<file path="config.mk">
export PLATFORM = sky130hd
export DESIGN_NAME = tscSampleSequencer
export DESIGN_NICKNAME = d
export VERILOG_FILES = /design/src/rtl/tscSeqPkg.sv /design/src/rtl/tscDatapath.sv /design/src/rtl/tscControl.sv /design/src/rtl/tscSampleSequencer.sv
export SDC_FILE = /design/constraint.sdc
export NUM_CORES = 1
export LEC_CHECK = 0
export BUFFER_PORTS_ARGS = -buffer_cell sky130_fd_sc_hd__buf_2
export CAP_MARGIN = 25
export CORE_ASPECT_RATIO = 0.75
export CORE_UTILIZATION = 30
export CTS_BUF_LIST = sky130_fd_sc_hd__clkbuf_2
export DETAILED_ROUTE_END_ITERATION = 8
export GPL_ROUTABILITY_DRIVEN = 0
export HOLD_SLACK_MARGIN = 0.02
export MAX_ROUTING_LAYER = met4
export PLACE_DENSITY_LB_ADDON = 0.3
export SLEW_MARGIN = 20
export SYNTH_ARGS = -nofsm -noshare
export SYNTH_HDL_FRONTEND = slang
export SYNTH_SLANG_ARGS = --single-unit
export TNS_END_PERCENT = 1
</file>
<file path="constraint.sdc">
create_clock -name clk -period 2.4 [get_ports clk]
set_clock_uncertainty 0.15 [all_clocks]
set_input_delay 0.48 -clock clk [delete_from_list [all_inputs] [get_ports clk]]
set_output_delay 0.48 -clock clk [all_outputs]
set_load 0.02 [all_outputs]
</file>
<file path="src/rtl/tscSeqPkg.sv">
package tscSeqPkg;
  localparam int unsigned MinDivisor   = 2;
  localparam int unsigned DefaultDelay = 2;

  typedef enum logic [1:0] {
    ST_IDLE  = 2'd0,
    ST_DELAY = 2'd1,
    ST_RUN   = 2'd2
  } seqState_e;

  // strobes from control to datapath
  typedef struct packed {
    logic load;       // accepted start: latch configuration
    logic delayTick;  // counted tick in the delay phase
    logic runTick;    // counted tick in the run phase
    logic fire;       // emit a sample this cycle
  } seqStrobe_t;
endpackage

</file>
<file path="src/rtl/tscDatapath.sv">
module tscDatapath
  import tscSeqPkg::*;
#(
  parameter int DIV_W = 8,
  parameter int DLY_W = 8,
  parameter int CNT_W = 16
) (
  input  logic             clk,
  input  logic             rstN,
  input  seqStrobe_t       strobe,
  input  logic [DIV_W-1:0] divisorIn,
  input  logic [DLY_W-1:0] delayIn,
  input  logic [CNT_W-1:0] countIn,
  output logic             delayHit,
  output logic             divHit,
  output logic             lastHit,
  output logic             sampleClk,
  output logic             convClkN
);
  localparam logic [DLY_W-1:0] DlyDefault = DLY_W'(DefaultDelay);

  logic [DIV_W-1:0] divReg;
  logic [DLY_W-1:0] dlyReg;
  logic [CNT_W-1:0] remaining;
  logic [DLY_W-1:0] delCnt;
  logic [DIV_W-1:0] divCnt;

  assign delayHit = ({1'b0, delCnt} + 1'b1) == {1'b0, dlyReg};
  assign divHit   = ({1'b0, divCnt} + 1'b1) == {1'b0, divReg};
  assign lastHit  = remaining == CNT_W'(1);

  always_ff @(posedge clk or negedge rstN) begin
    if (!rstN) begin
      divReg    <= '0;
      dlyReg    <= '0;
      remaining <= '0;
      delCnt    <= '0;
      divCnt    <= '0;
    end else if (strobe.load) begin
      divReg    <= divisorIn;
      dlyReg    <= (delayIn == '0) ? DlyDefault : delayIn;
      remaining <= countIn;
      delCnt    <= '0;
      divCnt    <= '0;
    end else begin
      if (strobe.delayTick && !delayHit) delCnt <= delCnt + 1'b1;
      if (strobe.fire) begin
        divCnt <= '0;
        if (remaining != '0) remaining <= remaining - 1'b1;
      end else if (strobe.runTick) begin
        divCnt <= divCnt + 1'b1;
      end
    end
  end

  always_ff @(posedge clk or negedge rstN) begin
    if (!rstN) begin
      sampleClk <= 1'b0;
      convClkN  <= 1'b1;
    end else begin
      sampleClk <= strobe.fire;
      convClkN  <= ~strobe.fire;
    end
  end

  // exported strobe is the inverse of the sample pulse
  p_conv_inverse_r9: assert property (@(posedge clk) disable iff (!rstN)
    convClkN == !sampleClk);

  // divisor of at least two never yields back-to-back pulses
  p_sample_gap_r1: assert property (@(posedge clk) disable iff (!rstN)
    sampleClk |=> !sampleClk);
endmodule

</file>
<file path="src/rtl/tscControl.sv">
module tscControl
  import tscSeqPkg::*;
#(
  parameter int DIV_W = 8,
  parameter int CNT_W = 16
) (
  input  logic             clk,
  input  logic             rstN,
  input  logic             tbTick,
  input  logic             startIn,
  input  logic             stopIn,
  input  logic             pauseIn,
  input  logic             pauseActiveHigh,
  input  logic             finiteMode,
  input  logic [DIV_W-1:0] divisorIn,
  input  logic [CNT_W-1:0] countIn,
  input  logic             delayHit,
  input  logic             divHit,
  input  logic             lastHit,
  output seqStrobe_t       strobe,
  output logic             startEcho,
  output logic             done,
  output logic             error
);
  seqState_e state, stateNext;
  logic startPrev, finiteReg;
  logic startEdge, paused, effTick, badCfg, accept, reject, endFinite;

  assign startEdge = startIn & ~startPrev;
  assign paused    = pauseActiveHigh ? pauseIn : ~pauseIn;
  assign effTick   = tbTick & ~paused;
  assign badCfg    = (divisorIn < DIV_W'(MinDivisor)) || (finiteMode && countIn == '0);
  assign accept    = (state == ST_IDLE) && startEdge && !badCfg;
  assign reject    = (state == ST_IDLE) && startEdge && badCfg;

  always_comb begin
    strobe.load      = accept;
    strobe.delayTick = (state == ST_DELAY) && effTick && !stopIn;
    strobe.runTick   = (state == ST_RUN) && effTick && !stopIn;
    strobe.fire      = (strobe.delayTick && delayHit) || (strobe.runTick && divHit);
  end

  assign endFinite = strobe.fire && finiteReg && lastHit;

  always_comb begin
    stateNext = state;
    unique case (state)
      ST_IDLE:  if (accept) stateNext = ST_DELAY;
      ST_DELAY: begin
        if (stopIn || endFinite) stateNext = ST_IDLE;
        else if (strobe.fire)    stateNext = ST_RUN;
      end
      ST_RUN:   if (stopIn || endFinite) stateNext = ST_IDLE;
      default:  stateNext = ST_IDLE;
    endcase
  end

  always_ff @(posedge clk or negedge rstN) begin
    if (!rstN) begin
      state     <= ST_IDLE;
      startPrev <= 1'b0;
      finiteReg <= 1'b0;
      startEcho <= 1'b0;
      done      <= 1'b0;
      error     <= 1'b0;
    end else begin
      state     <= stateNext;
      startPrev <= startIn;
      startEcho <= accept;
      done      <= endFinite;
      if (accept) finiteReg <= finiteMode;
      if (reject)      error <= 1'b1;
      else if (accept) error <= 1'b0;
    end
  end

  // error only stands while no acquisition is active
  p_error_idle_r7: assert property (@(posedge clk) disable iff (!rstN)
    error |-> state == ST_IDLE);

  // completion returns the sequencer to idle
  p_done_idle_r4: assert property (@(posedge clk) disable iff (!rstN)
    done |-> state == ST_IDLE);

  // echo lasts one cycle
  p_echo_pulse_r8: assert property (@(posedge clk) disable iff (!rstN)
    startEcho |=> !startEcho);
endmodule

</file>
<file path="src/rtl/tscSampleSequencer.sv">
module tscSampleSequencer
  import tscSeqPkg::*;
#(
  parameter int DIV_W = 8,
  parameter int DLY_W = 8,
  parameter int CNT_W = 16
) (
  input  logic             clk,
  input  logic             rstN,
  input  logic             tbTick,
  input  logic             startIn,
  input  logic             stopIn,
  input  logic             pauseIn,
  input  logic             pauseActiveHigh,
  input  logic             finiteMode,
  input  logic [DIV_W-1:0] divisorIn,
  input  logic [DLY_W-1:0] delayIn,
  input  logic [CNT_W-1:0] countIn,
  output logic             sampleClk,
  output logic             convClkN,
  output logic             startEcho,
  output logic             done,
  output logic             error
);
  seqStrobe_t strobe;
  logic delayHit, divHit, lastHit;

  tscControl #(.DIV_W(DIV_W), .CNT_W(CNT_W)) uCtrl (
    .clk(clk), .rstN(rstN), .tbTick(tbTick), .startIn(startIn), .stopIn(stopIn),
    .pauseIn(pauseIn), .pauseActiveHigh(pauseActiveHigh), .finiteMode(finiteMode),
    .divisorIn(divisorIn), .countIn(countIn), .delayHit(delayHit), .divHit(divHit),
    .lastHit(lastHit), .strobe(strobe), .startEcho(startEcho), .done(done), .error(error)
  );

  tscDatapath #(.DIV_W(DIV_W), .DLY_W(DLY_W), .CNT_W(CNT_W)) uPath (
    .clk(clk), .rstN(rstN), .strobe(strobe), .divisorIn(divisorIn), .delayIn(delayIn),
    .countIn(countIn), .delayHit(delayHit), .divHit(divHit), .lastHit(lastHit),
    .sampleClk(sampleClk), .convClkN(convClkN)
  );

  // every pulse follows an unpaused timebase tick
  p_pause_gate_r3: assert property (@(posedge clk) disable iff (!rstN)
    sampleClk |-> $past(tbTick) && ($past(pauseIn) != $past(pauseActiveHigh)));

  // completion coincides with the final pulse
  p_done_sample_r4: assert property (@(posedge clk) disable iff (!rstN)
    done |-> sampleClk);
endmodule

</file>
==> results.toml <==
[clock_network]
cts_root_buffer = "clkbuf_2"
path_clk_slew_ns = 0.20
clockBufferDepth = 2
clk_latency_ns = 0.53
numCtsBuffers = 9
cts_max_level = 3
cts_tree = "built"
cts_sinks = 57

[floorplan]
die_y_um = 93.6
core_mm2 = 0.0109
fp.dieW_um = 124
die-area_mm2 = 0.0116
initial_utilization_pct = 30.8
io_pins = 45
fp-row-count = 33

[global_routing]
antenna_found_initial = 0
grt_pass1_wl_um = 16400
grt_max_degree = 36
grt-ovfl-total = 0
grt.total_usage_pct = 19.0
grt_pass1_vias = 3323

[sta]
whs_ns = 0.0809
worstMarginPinSlew_ns = 0.561
timing.fmax_mhz = 372
rsz0062_at_grt = "true"
slew_violations = 0
post-route-period-util_pct = 112
setup_violations = 25
slew_headroom_pct = 62.6
period_needed_ns = 2.69
setup_ws_ns = -0.288
hold_viol = 0
setup-tns-final_ns = -3.19

[routing]
drtIter0Drc = 233
first_pass_iters = 5
route.vias.total = 3435
drc = 0
detail-route-antenna-nets = 0
vias_per_cell = 5.03
routed_wl_um = 9920
wl_per_cell_um = 14.5

[worst_setup_path]
worstSetupPathType = "reg2reg"
worst_ep_required_time_ns = 2.74
worstPathArrival_ns = 3.03
cp_max_fo = 6
setup.worst_path.start_class = "flip-flop"
end_kind = "flip-flop"
path_delay_family = "simple AND/OR/NAND/NOR gates"
path_cells = "or3_4 > or4_4 > or4_4 > nand2b_2 > o32a_4 > mux2_2 > nand2_1"
cp_num_buf_inv = 0
slowest_delay_ns = 0.51
startpoint = "uPath.remaining[8]"
crit_slowest_cell = "or4_4"
r2r-start = "uPath.remaining[8]"
crit_path_frequent_cell = "or4_4"

[final_layout]
final_core_utilization_pct = 44.9
n_antenna_cell = 0
nets = 582
final_common_cell = "buf_4"
synthToLayoutAreaGrowth_pct = 45.8
drive_gt1_share_pct = 37.9
layout_common_cells = "91 x buf_4, 76 x nand2_1, 55 x dfrtp_1"

[pwr]
powerDensity_mw_per_mm2 = 496
leakagePower_uw = 0.00230
vdd_ir_drop_max_uv = 247
power.total_uw = 2430

[run_status]
status = "complete, but fails checks"
violations = "setup timing"

[placed_design]
hpwlAfterDp_um = 7130
io_buffers = 44

[yosys]
yosysTopAreaCell = "dfrtp_1"
yosysSeqAreaShare_pct = 42.5
synthFlopType = "dfrtp_1"
synthesis.nets = 436
ys_ff_latch = 57
syn_avg_cell_area_um2 = 8.56
synth_area_mm2 = 0.00336
synth_cell_types = 55
synthCells = 392
synth_top_area_share_pct = 41.7
synth-edff-count = 0
ys_top_cells_by_area = "dfrtp_1 42%, nand2_1 8.7%, xnor2_1 5.0%"
async_flop_share_pct = 100
synth_warnings = 0

[hold_path]
hold_path.class = "in2reg"
worstHoldStart = "delayIn[1]"

[job]
cap_violations = 0
==> sequential cells by signal, indices dropped and copies added, names as in the netlist <==
signal	count
uCtrl.finiteReg	1
uCtrl.startPrev	1
uPath.sampleClk	1
uPath.delCnt	8
uPath.remaining	16
uCtrl.state	2
uPath.convClkN	1
uPath.divReg	8
uCtrl.error	1
uPath.dlyReg	8
uPath.divCnt	8
uCtrl.done	1
uCtrl.startEcho	1
==> path summary, 6_finish.rpt <==
path                                       end  cells past startpoint  slack (ns)
setup / recovery           uPath.remaining[11]                      7       -0.29
hold / removal                 uPath.dlyReg[1]                      3        0.08
setup reg to reg           uPath.remaining[11]                      7       -0.29
hold reg to reg                    uCtrl.error                      2        0.38
max in group asynchronous      uPath.delCnt[3]                      3        1.19
min in group asynchronous  uPath.remaining[15]                      2        0.29
==> where the power goes <==
group,internal (µW),switching (µW)
sequential,1080,104
combinational,365,351
clock,133,397
==> area by class of cell <==
class | count | area (µm²)
well taps | 140 | 175
repair buffers | 158 | 1180
inverters | 13 | 48.8
clock inverters | 6 | 35.0
clock buffers | 10 | 50.0
fillers | 1098 | 6010
multi-input cells | 299 | 1980
flip-flops and latches | 57 | 1430
==> metrics by stage <==
step | cell area [µm²] | setup slack [ns] | std cells
3_5_place_dp | 4430 | -0.457 | 648
3_3_place_gp | 4430 | -0.424 | 648
5_1_grt | 4890 | -0.349 | 683
2_1_floorplan | 3360 | -0.255 | 392
4_1_cts | 4780 | -0.269 | 681
6_report | 4890 | -0.288 | 683
==> cell families (layout without fill, tap and decap cells) <==
| group | after synthesis | count (layout) | share of synthesized area (%) |
|---|---|---|---|
| multiplexers | 4 | 4 | 1.27 |
| adder cells (fa/ha/maj) | 4 | 4 | 1.49 |
| AND/OR/NAND/NOR | 190 | 190 | 27.4 |
| flip-flops | 57 | 57 | 42.5 |
| buffers and inverters | 36 | 187 | 4.36 |
| XOR/XNOR | 28 | 28 | 7.31 |
| AO/OA/AOI/OAI | 73 | 73 | 15.7 |
==> cell usage after synthesis (10+ instances only) <==
cell	instances
a21oi_1	11
and3_1	10
clkbuf_1	12
dfrtp_1	56
inv_1	13
nand2_1	78
nand3_1	21
nor2_1	27
nor3_1	10
nor4_1	10
o21ai_0	13
xnor2_1	19
==> timing repair <==
| action | 4_1_cts | 5_1_grt |
|---|---|---|
| hold endpoints to repair | 35 | 1 |
| pin swaps | 12 | 4 |
| buffers inserted | 2 | 1 |
| setup endpoints to repair | 37 | 53 |
| hold buffers | 15 | 1 |
| gates resized for setup | 23 | 24 |
==> worst reg2reg max path, stage by stage, from the launching register on <==
cell and delay, ns:
dfrtp_1 0.42, or3_4 0.41, or4_4 0.51, or4_4 0.48, nand2b_2 0.10, o32a_4 0.21
mux2_2 0.35, nand2_1 0.06
==> routing by layer <==
metal  part of all wire (%)  track usage (%)
met5                      0                -
met4                    1.7             5.16
met3                    5.3             4.57
met2                     44             27.4
met1                     49             26.5
No activity file was read; power rests on OpenSTA's default activity.
